===== src/rtl/tlb_xlate.sv =====
`timescale 1ns/1ps
module tlb_xlate #(
  parameter int VA_W  = 14,
  parameter int PA_W  = 12,
  parameter int OFF_W = 6,
  parameter int SETS  = 4,
  parameter int WAYS  = 4
) (
  input  logic                      clk,
  input  logic                      rst,
  input  logic                      req_valid,
  input  logic [VA_W-1:0]           req_vaddr,
  input  logic                      wr_en,
  input  logic                      wr_sel,
  input  logic [VA_W-OFF_W-1:0]     wr_vpn,
  input  logic [$clog2(WAYS)-1:0]   wr_way,
  input  logic [PA_W-OFF_W-1:0]     wr_ppn,
  input  logic                      wr_valid,
  output logic                      done,
  output logic                      hit,
  output logic                      fault,
  output logic [PA_W-1:0]           paddr
);
  localparam int VPN_W = VA_W - OFF_W;
  localparam int PPN_W = PA_W - OFF_W;
  localparam int IDX_W = $clog2(SETS);
  localparam int TAG_W = VPN_W - IDX_W;
  localparam int WAY_W = $clog2(WAYS);
  localparam int PT_N  = 1 << VPN_W;

  logic [TAG_W-1:0] t_tag [SETS][WAYS];
  logic [PPN_W-1:0] t_ppn [SETS][WAYS];
  logic [WAYS-1:0]  t_vld [SETS];
  logic [WAY_W-1:0] rr    [SETS];
  logic [PPN_W-1:0] pt_ppn [PT_N];
  logic [PT_N-1:0]  pt_vld;

  logic            walking;
  logic [VA_W-1:0] held_va;

  wire [VPN_W-1:0] q_vpn = req_vaddr[VA_W-1:OFF_W];
  wire [IDX_W-1:0] q_set = q_vpn[IDX_W-1:0];
  wire [TAG_W-1:0] q_tag = q_vpn[VPN_W-1:IDX_W];
  wire [VPN_W-1:0] h_vpn = held_va[VA_W-1:OFF_W];
  wire [IDX_W-1:0] h_set = h_vpn[IDX_W-1:0];
  wire [TAG_W-1:0] h_tag = h_vpn[VPN_W-1:IDX_W];
  wire [PPN_W-1:0] pe_ppn = pt_ppn[h_vpn];
  wire             pe_vld = pt_vld[h_vpn];

  logic             lk_hit;
  logic [PPN_W-1:0] lk_ppn;
  always_comb begin
    lk_hit = 1'b0;
    lk_ppn = '0;
    for (int w = 0; w < WAYS; w++)
      if (t_vld[q_set][w] && t_tag[q_set][w] == q_tag) begin
        lk_hit = 1'b1;
        lk_ppn = t_ppn[q_set][w];
      end
  end

  logic [WAY_W-1:0] vic;
  logic             vic_free;
  always_comb begin
    vic      = rr[h_set];
    vic_free = 1'b0;
    for (int w = WAYS - 1; w >= 0; w--)
      if (!t_vld[h_set][w]) begin
        vic      = WAY_W'(w);
        vic_free = 1'b1;
      end
  end

  always_ff @(posedge clk) begin
    if (rst) begin
      walking <= 1'b0;
      done    <= 1'b0;
      hit     <= 1'b0;
      fault   <= 1'b0;
      paddr   <= '0;
      pt_vld  <= '0;
      for (int s = 0; s < SETS; s++) begin
        t_vld[s] <= '0;
        rr[s]    <= '0;
      end
    end else begin
      done  <= 1'b0;
      hit   <= 1'b0;
      fault <= 1'b0;
      if (wr_en) begin
        if (wr_sel) begin
          t_tag[wr_vpn[IDX_W-1:0]][wr_way] <= wr_vpn[VPN_W-1:IDX_W];
          t_ppn[wr_vpn[IDX_W-1:0]][wr_way] <= wr_ppn;
          t_vld[wr_vpn[IDX_W-1:0]][wr_way] <= wr_valid;
        end else begin
          pt_ppn[wr_vpn] <= wr_ppn;
          pt_vld[wr_vpn] <= wr_valid;
        end
      end
      if (walking) begin
        walking <= 1'b0;
        done    <= 1'b1;
        fault   <= !pe_vld;
        paddr   <= pe_vld ? {pe_ppn, held_va[OFF_W-1:0]} : '0;
        if (pe_vld) begin
          t_tag[h_set][vic] <= h_tag;
          t_ppn[h_set][vic] <= pe_ppn;
          t_vld[h_set][vic] <= 1'b1;
          if (!vic_free) rr[h_set] <= rr[h_set] + 1'b1;
        end
      end else if (req_valid) begin
        if (lk_hit) begin
          done  <= 1'b1;
          hit   <= 1'b1;
          paddr <= {lk_ppn, req_vaddr[OFF_W-1:0]};
        end else begin
          walking <= 1'b1;
          held_va <= req_vaddr;
        end
      end
    end
  end
endmodule



===== config.mk =====
export PLATFORM = sky130hd
export DESIGN_NAME = tlb_xlate
export DESIGN_NICKNAME = d
export VERILOG_FILES = /design/src/rtl/tlb_xlate.sv
export SDC_FILE = /design/constraint.sdc
export NUM_CORES = 2
export LEC_CHECK = 0
export BUFFER_PORTS_ARGS = -buffer_cell sky130_fd_sc_hd__buf_2
export CAP_MARGIN = 25
export CORE_ASPECT_RATIO = 0.75
export CORE_MARGIN = 5
export CORE_UTILIZATION = 35
export DETAILED_ROUTE_END_ITERATION = 7
export GPL_TIMING_DRIVEN = 0
export PLACE_DENSITY = 0.52
export SETUP_SLACK_MARGIN = 0.05
export SYNTH_ARGS = -nofsm -noshare
export SYNTH_HDL_FRONTEND = slang
export SYNTH_SLANG_ARGS = --single-unit

===== constraint.sdc =====
create_clock -name clk -period 8.9 [get_ports clk]
set_input_delay 0.89 -clock clk [delete_from_list [all_inputs] [get_ports clk]]
set_output_delay 0.89 -clock clk [all_outputs]
set_load 0.03 [all_outputs]

## Word level (Yosys, flattened, before mapping)

Memories as Yosys holds them, arrays and structs flattened. A register that Yosys moved wholly into a read port is not among the register bits.
Cells that the tools add are included.

- Divide/modulo/power cells: 0
- Mux-type cells: 70
- $lt $le $gt $ge: 11
- Bitwise operators: 7
- Multipliers: 0
- Equality and inequality tests: 4
- Add/sub/neg operators: 1
- Reduce and logical (&&, ||, !) cells: 21
- Shifts and indexed selects: 0

Operator list:

| operator | number |
|---|---|
| bitwise mux 256 bit | 1 |
| two-way mux 12 bit | 4 |
| two-way mux 24 bit | 2 |
| two-way mux 6 bit | 6 |
| two-way mux 1 bit | 34 |
| demux 6 bit (select 2 bit) | 2 |
| == test 6 bit | 4 |
| two-way mux 4 bit | 6 |
| two-way mux 2 bit | 10 |
| < comparator 8 x 9 -> 1 bit, second input constant | 2 |
| logical AND 1 bit | 9 |
| binary-select mux 1 bit (select 8 bit) | 1 |
| demux 1 bit (select 8 bit) | 1 |
| greater-or-equal comparator 8 x 1 -> 1 bit, second input constant | 1 |
| two-way mux 8 bit | 1 |
| OR reduction 4 bit | 2 |
| greater-or-equal comparator 3 bit, second input constant | 2 |
| < comparator 2 x 3 -> 1 bit, second input constant | 2 |
| < comparator 3 x 1 -> 1 bit, second input constant | 2 |
| NOT 2 -> 3 bit | 2 |
| OR reduction 2 bit | 3 |
| NOT 1 bit | 5 |
| demux 1 bit (select 2 bit) | 2 |
| greater-or-equal comparator 2 x 1 -> 1 bit, second input constant | 2 |
| other kinds (6) | 8 |

- Memory bits (writable): 1,752
- Register bits: 286
- Output and inout bits: 15
- Bits in read-only memories: 0
- Memories: 5
- Bits of input ports: 36
- Bits in latches: 0
- Word-level logic and storage cells: 126

Memories:

| memory | depth | bits a word | read ports | clocked after Yosys merged registers in | write ports | line | RTL |
|---|---|---|---|---|---|---|---|
| pt_ppn | 256 | 6 | 1 | 1 | 1 | 35 | `logic [PPN_W-1:0] pt_ppn [PT_N];` |
| t_ppn | 4 | 24 | 1 | 0 | 2 | 32 | `logic [PPN_W-1:0] t_ppn [SETS][WAYS];` |
| t_tag | 4 | 24 | 1 | 0 | 2 | 31 | `logic [TAG_W-1:0] t_tag [SETS][WAYS];` |
| t_vld | 4 | 4 | 2 | 1 | 4 | 33 | `logic [WAYS-1:0] t_vld [SETS];` |
| rr | 4 | 2 | 1 | 1 | 4 | 34 | `logic [WAY_W-1:0] rr [SETS];` |

## Logic depth before layout (Yosys ltp)

- Word-level depth: 11
- Mapped depth: 15
- Depth with buffers taken out: 8

## Least setup slack after synthesis

Ideal clock, no wire load.

- Kind: input port to flip-flop
- Start: input port req_vaddr[6]
- End: register with a tool-made name
- Cell stages on the path: 9
- Slack: 4.922 ns
- Arrival: 3.857 ns
- Setup time: 0.121 ns
- Buffers on the path: 2
- Data required time: 8.779 ns
- Cells stage by stage: buf_2 -> buf_2 -> mux4_2 -> xnor2_1 -> nor4_1 -> nand4_1 -> o21ai_1 -> nor3_2 -> mux2_2

RTL lines:

| item | line | RTL |
|---|---|---|
| from (decl) | 12 | `input logic [VA_W-1:0] req_vaddr,` |

==> flow_summary.yaml <==
run_status:
  status: "finished, final reports clean"
global_route:
  grt_use_total: 0.230
  grt_pass1_wl_um: 411000
  grt_antenna_before_repair: 25
  grt_overflow: 0
  grt_start_max_net_pins: 152
  grt_pass1_vias: 51000
finish:
  drive_gt1_frac: 0.208
  nets: 5676
  nFillCells: 21900
  syn2layout_area_growth_pct: 14.7
  multiInputGateArea_mm2: 0.0243
  instances_no_fill: 9047
  regArea_mm2: 0.0585
clock_tree:
  cts_buffer_depth: 4
  cts_setup_buffers: 0
  cts_sinks: 2046
  postCtsHoldBufs: 0
  clk-insertion-delay-late_ns: 0.85
  cts_tree: "yes"
  cts.repair.resized: 0
  cts-root-buf: "clkbuf_16"
  cts.htree.levels: 4
  clk_pin_slew_worst_paths_ns: 0.07
  numCtsBuffers: 209
job:
  drv_cap: 0
timing:
  worst_pin_slew_ns: 1.24
  setup_viol: 0
  skew_ns: 0.0706
  fin_crit_sh: 0.768
  slew_headroom: 0.173
  hold_violations: 0
  grt_setup_unrepaired: "no"
  slew_violations: 0
  fin_setup_tns_ns: 0
  max_freq_ghz: 0.146
  min_period_ns: 6.83
pwr:
  switching_share: 0.233
  p_clk_frac: 0.433
  powerDensity_mw_per_mm2: 217
  leakage_nw: 30.2
  intPower_mw: 16.2
  total_power_mw: 21.1
  sequentialPowerShare: 0.495
  vdd_drop_max_mv: 0.158
  power_switching_mw: 4.92
  comb_power_share: 0.073
synth:
  synth.distinct_cells: 67
  synth_ff_type: "edfxtp_1"
  synth_seq_cells: 2046
  synthArstFlopShare: 0
  synth_nets: 5349
  syn_area_mm2: 0.0848
  synthCells: 5313
  ys_seq_area_frac: 0.690
  avgSynthCellArea_um2: 16.0
  synth_edf_count: 1750
  ys_warn_count: 0
setup_path:
  cpPeakStageDelay_ns: 0.81
  crit_path_start_kind: "register"
  critPathMaxFanout: 10
  slowest_stage: "nand4_1"
  required_ns: 9.50
  cp-end-kind: "register"
  critPathKind: "register to register"
  critPathMostFrequentCell: "buf_2"
  path_cells: "clkbuf_1 -> buf_2 -> buf_2 -> buf_2 -> clkbuf_1 -> buf_2 -> mux2i_1 -> o22ai_1 -> a211oi_1 -> nand2_1 -> nand4_1 -> nand4_1 -> clkbuf_1 -> mux2_2"
  cp.arrival_ns: 7.43
route:
  firstDrtPassIters: 7
  viasPerCell: 5.94
  drt_iter0_markers: 8172
  final_antenna_net_count: 0
  drc: 0
  wire_per_inst_um: 33.1
  num_vias: 53700
  routed_wl_um: 300000
placement:
  routabilityCongestion: 0.912
  place_hpwl_um: 207000
  numPortBuffers: 45
  dp_cells: 8660
hold_path:
  worstHoldPathType: "input pin to register"
floorplanning:
  core_area_mm2: 0.241
  die_y_um: 436
  die_x_um: 578
  io_pins: 51
  dieArea_mm2: 0.252
  std_cell_rows: 156
  initial_core_util: 0.352
-- cells in the mapped netlist (all sizes together), types with 8 or more instances --
cell type,number,area share
o22ai,77,0.0057
edfxtp,1750,0.62
buf,138,0.0081
nand3,311,0.018
a31oi,12,0.00089
nor4,10,0.00074
or4,12,0.0011
or3,13,0.00096
mux2,244,0.033
xor2,17,0.0018
and2,8,0.00059
o221ai,12,0.0012
o211ai,17,0.0015
nor2,334,0.015
a22oi,42,0.0037
a211oi,38,0.0034
nor2b,18,0.0013
nand2,143,0.0063
inv,28,0.0012
mux2i,188,0.022
nand4,21,0.0015
o21bai,12,0.0011
nand4b,11,0.0011
clkbuf,331,0.015
o21ai,291,0.017
a221oi,35,0.0036
nand2b,36,0.0027
a21oi,299,0.018
nand3b,14,0.0012
mux4,416,0.11
dfxtp,296,0.070
xnor2,20,0.0021
nor3,34,0.0021
a211o,12,0.0012
-- critical path, delay by kind of cell, from the launching register on --
family | cells | cell delay, ns
DFF | 1 | 0.33
buffers and inverters | 7 | 3.54
and+or+nand+nor | 3 | 1.32
muxes | 2 | 0.64
AOI/OAI and AO/OA | 2 | 0.67
-- cells by family (layout without fill, tap and decap cells) --
logic type	count (synthesis)	after routing	share of synthesized area
buffers and inverters	499	989	0.0241
XOR/XNOR	37	37	0.00382
AO/OA/AOI/OAI	883	883	0.0609
AND/OR/NAND/NOR	1000	1000	0.0562
other	0	5	0
flip-flops	2046	2046	0.690
multiplexers	848	848	0.165
-- placed cells by master, fill, tap and decap left out, types with 33 or more instances in the layout --
cell / instances
clkbuf_1: 370
o21ai_0: 287
a221oi_1: 35
clkbuf_16: 211
clkinv_2: 33
nand2b_1: 36
a21oi_1: 299
nor2_1: 334
mux4_2: 416
a211oi_1: 38
edfxtp_1: 1750
buf_1: 33
dfxtp_1: 296
mux2i_1: 188
nand2_1: 143
o22ai_1: 77
nand3_1: 311
a22oi_1: 42
buf_2: 136
buf_8: 52
mux2_2: 228
-- cell type report --
type                            instances  share of cell area
Clock inverter                        107              0.0135
Clock buffer                          267              0.0574
Timing Repair Buffer                  116              0.0153
Inverter                               30             0.00116
Tap cell                             3239              0.0416
Buffer                                469              0.0199
Sequential cell                      2046               0.601
Multi-Input combinational cell       2768               0.250
Antenna cell                            5            0.000129
-- registers in the layout, summed over array words and instances, names as in the netlist, named ones only --
signal and flops:
paddr 12, pt_vld 256, held_va 14, fault 1, done 1, pt_ppn 1536
rr 8, walking 1, t_tag 96, t_ppn 96, hit 1, t_vld 16
-- power by group through the flow --
stage                     Combinational, mW  Sequential [mW]  Clock [mW]
final                                  1.53             10.4        9.12
after global routing                   1.57             10.4        9.62
after CTS                              1.50             10.4        9.23
after detailed placement               1.49             10.6           0
after global placement                 1.44             10.7           0
after floorplan                       0.727             10.6           0
-- final timing paths --
path,endpoint,slack (ns),startpoint,cells past startpoint
min reg2reg,paddr[5],0.47,paddr[5],2
max,t_ppn[1][4],2.07,register,14
max reg2reg,t_ppn[1][4],2.07,register,14
min,held_va[1],0.24,req_vaddr[1],1
-- routing by layer --
metal	part of all wire	track usage
met1	0.44	0.356
met2	0.41	0.316
met3	0.12	0.0638
met4	0.030	0.0619
met5	0.00027	0
-- stage by stage --
step	util	cell area (um^2)	hold slack [ns]	setup slack (ns)
floorplan	-	84800	0.450	4.92
global placement	0.370	89100	0.457	1.86
detailed placement	0.374	90300	0.461	2.20
CTS	0.403	97200	0.175	2.17
global route	0.404	97300	0.193	2.03
finish	0.404	97300	0.236	2.07
(Power assumes the default switching activity.)
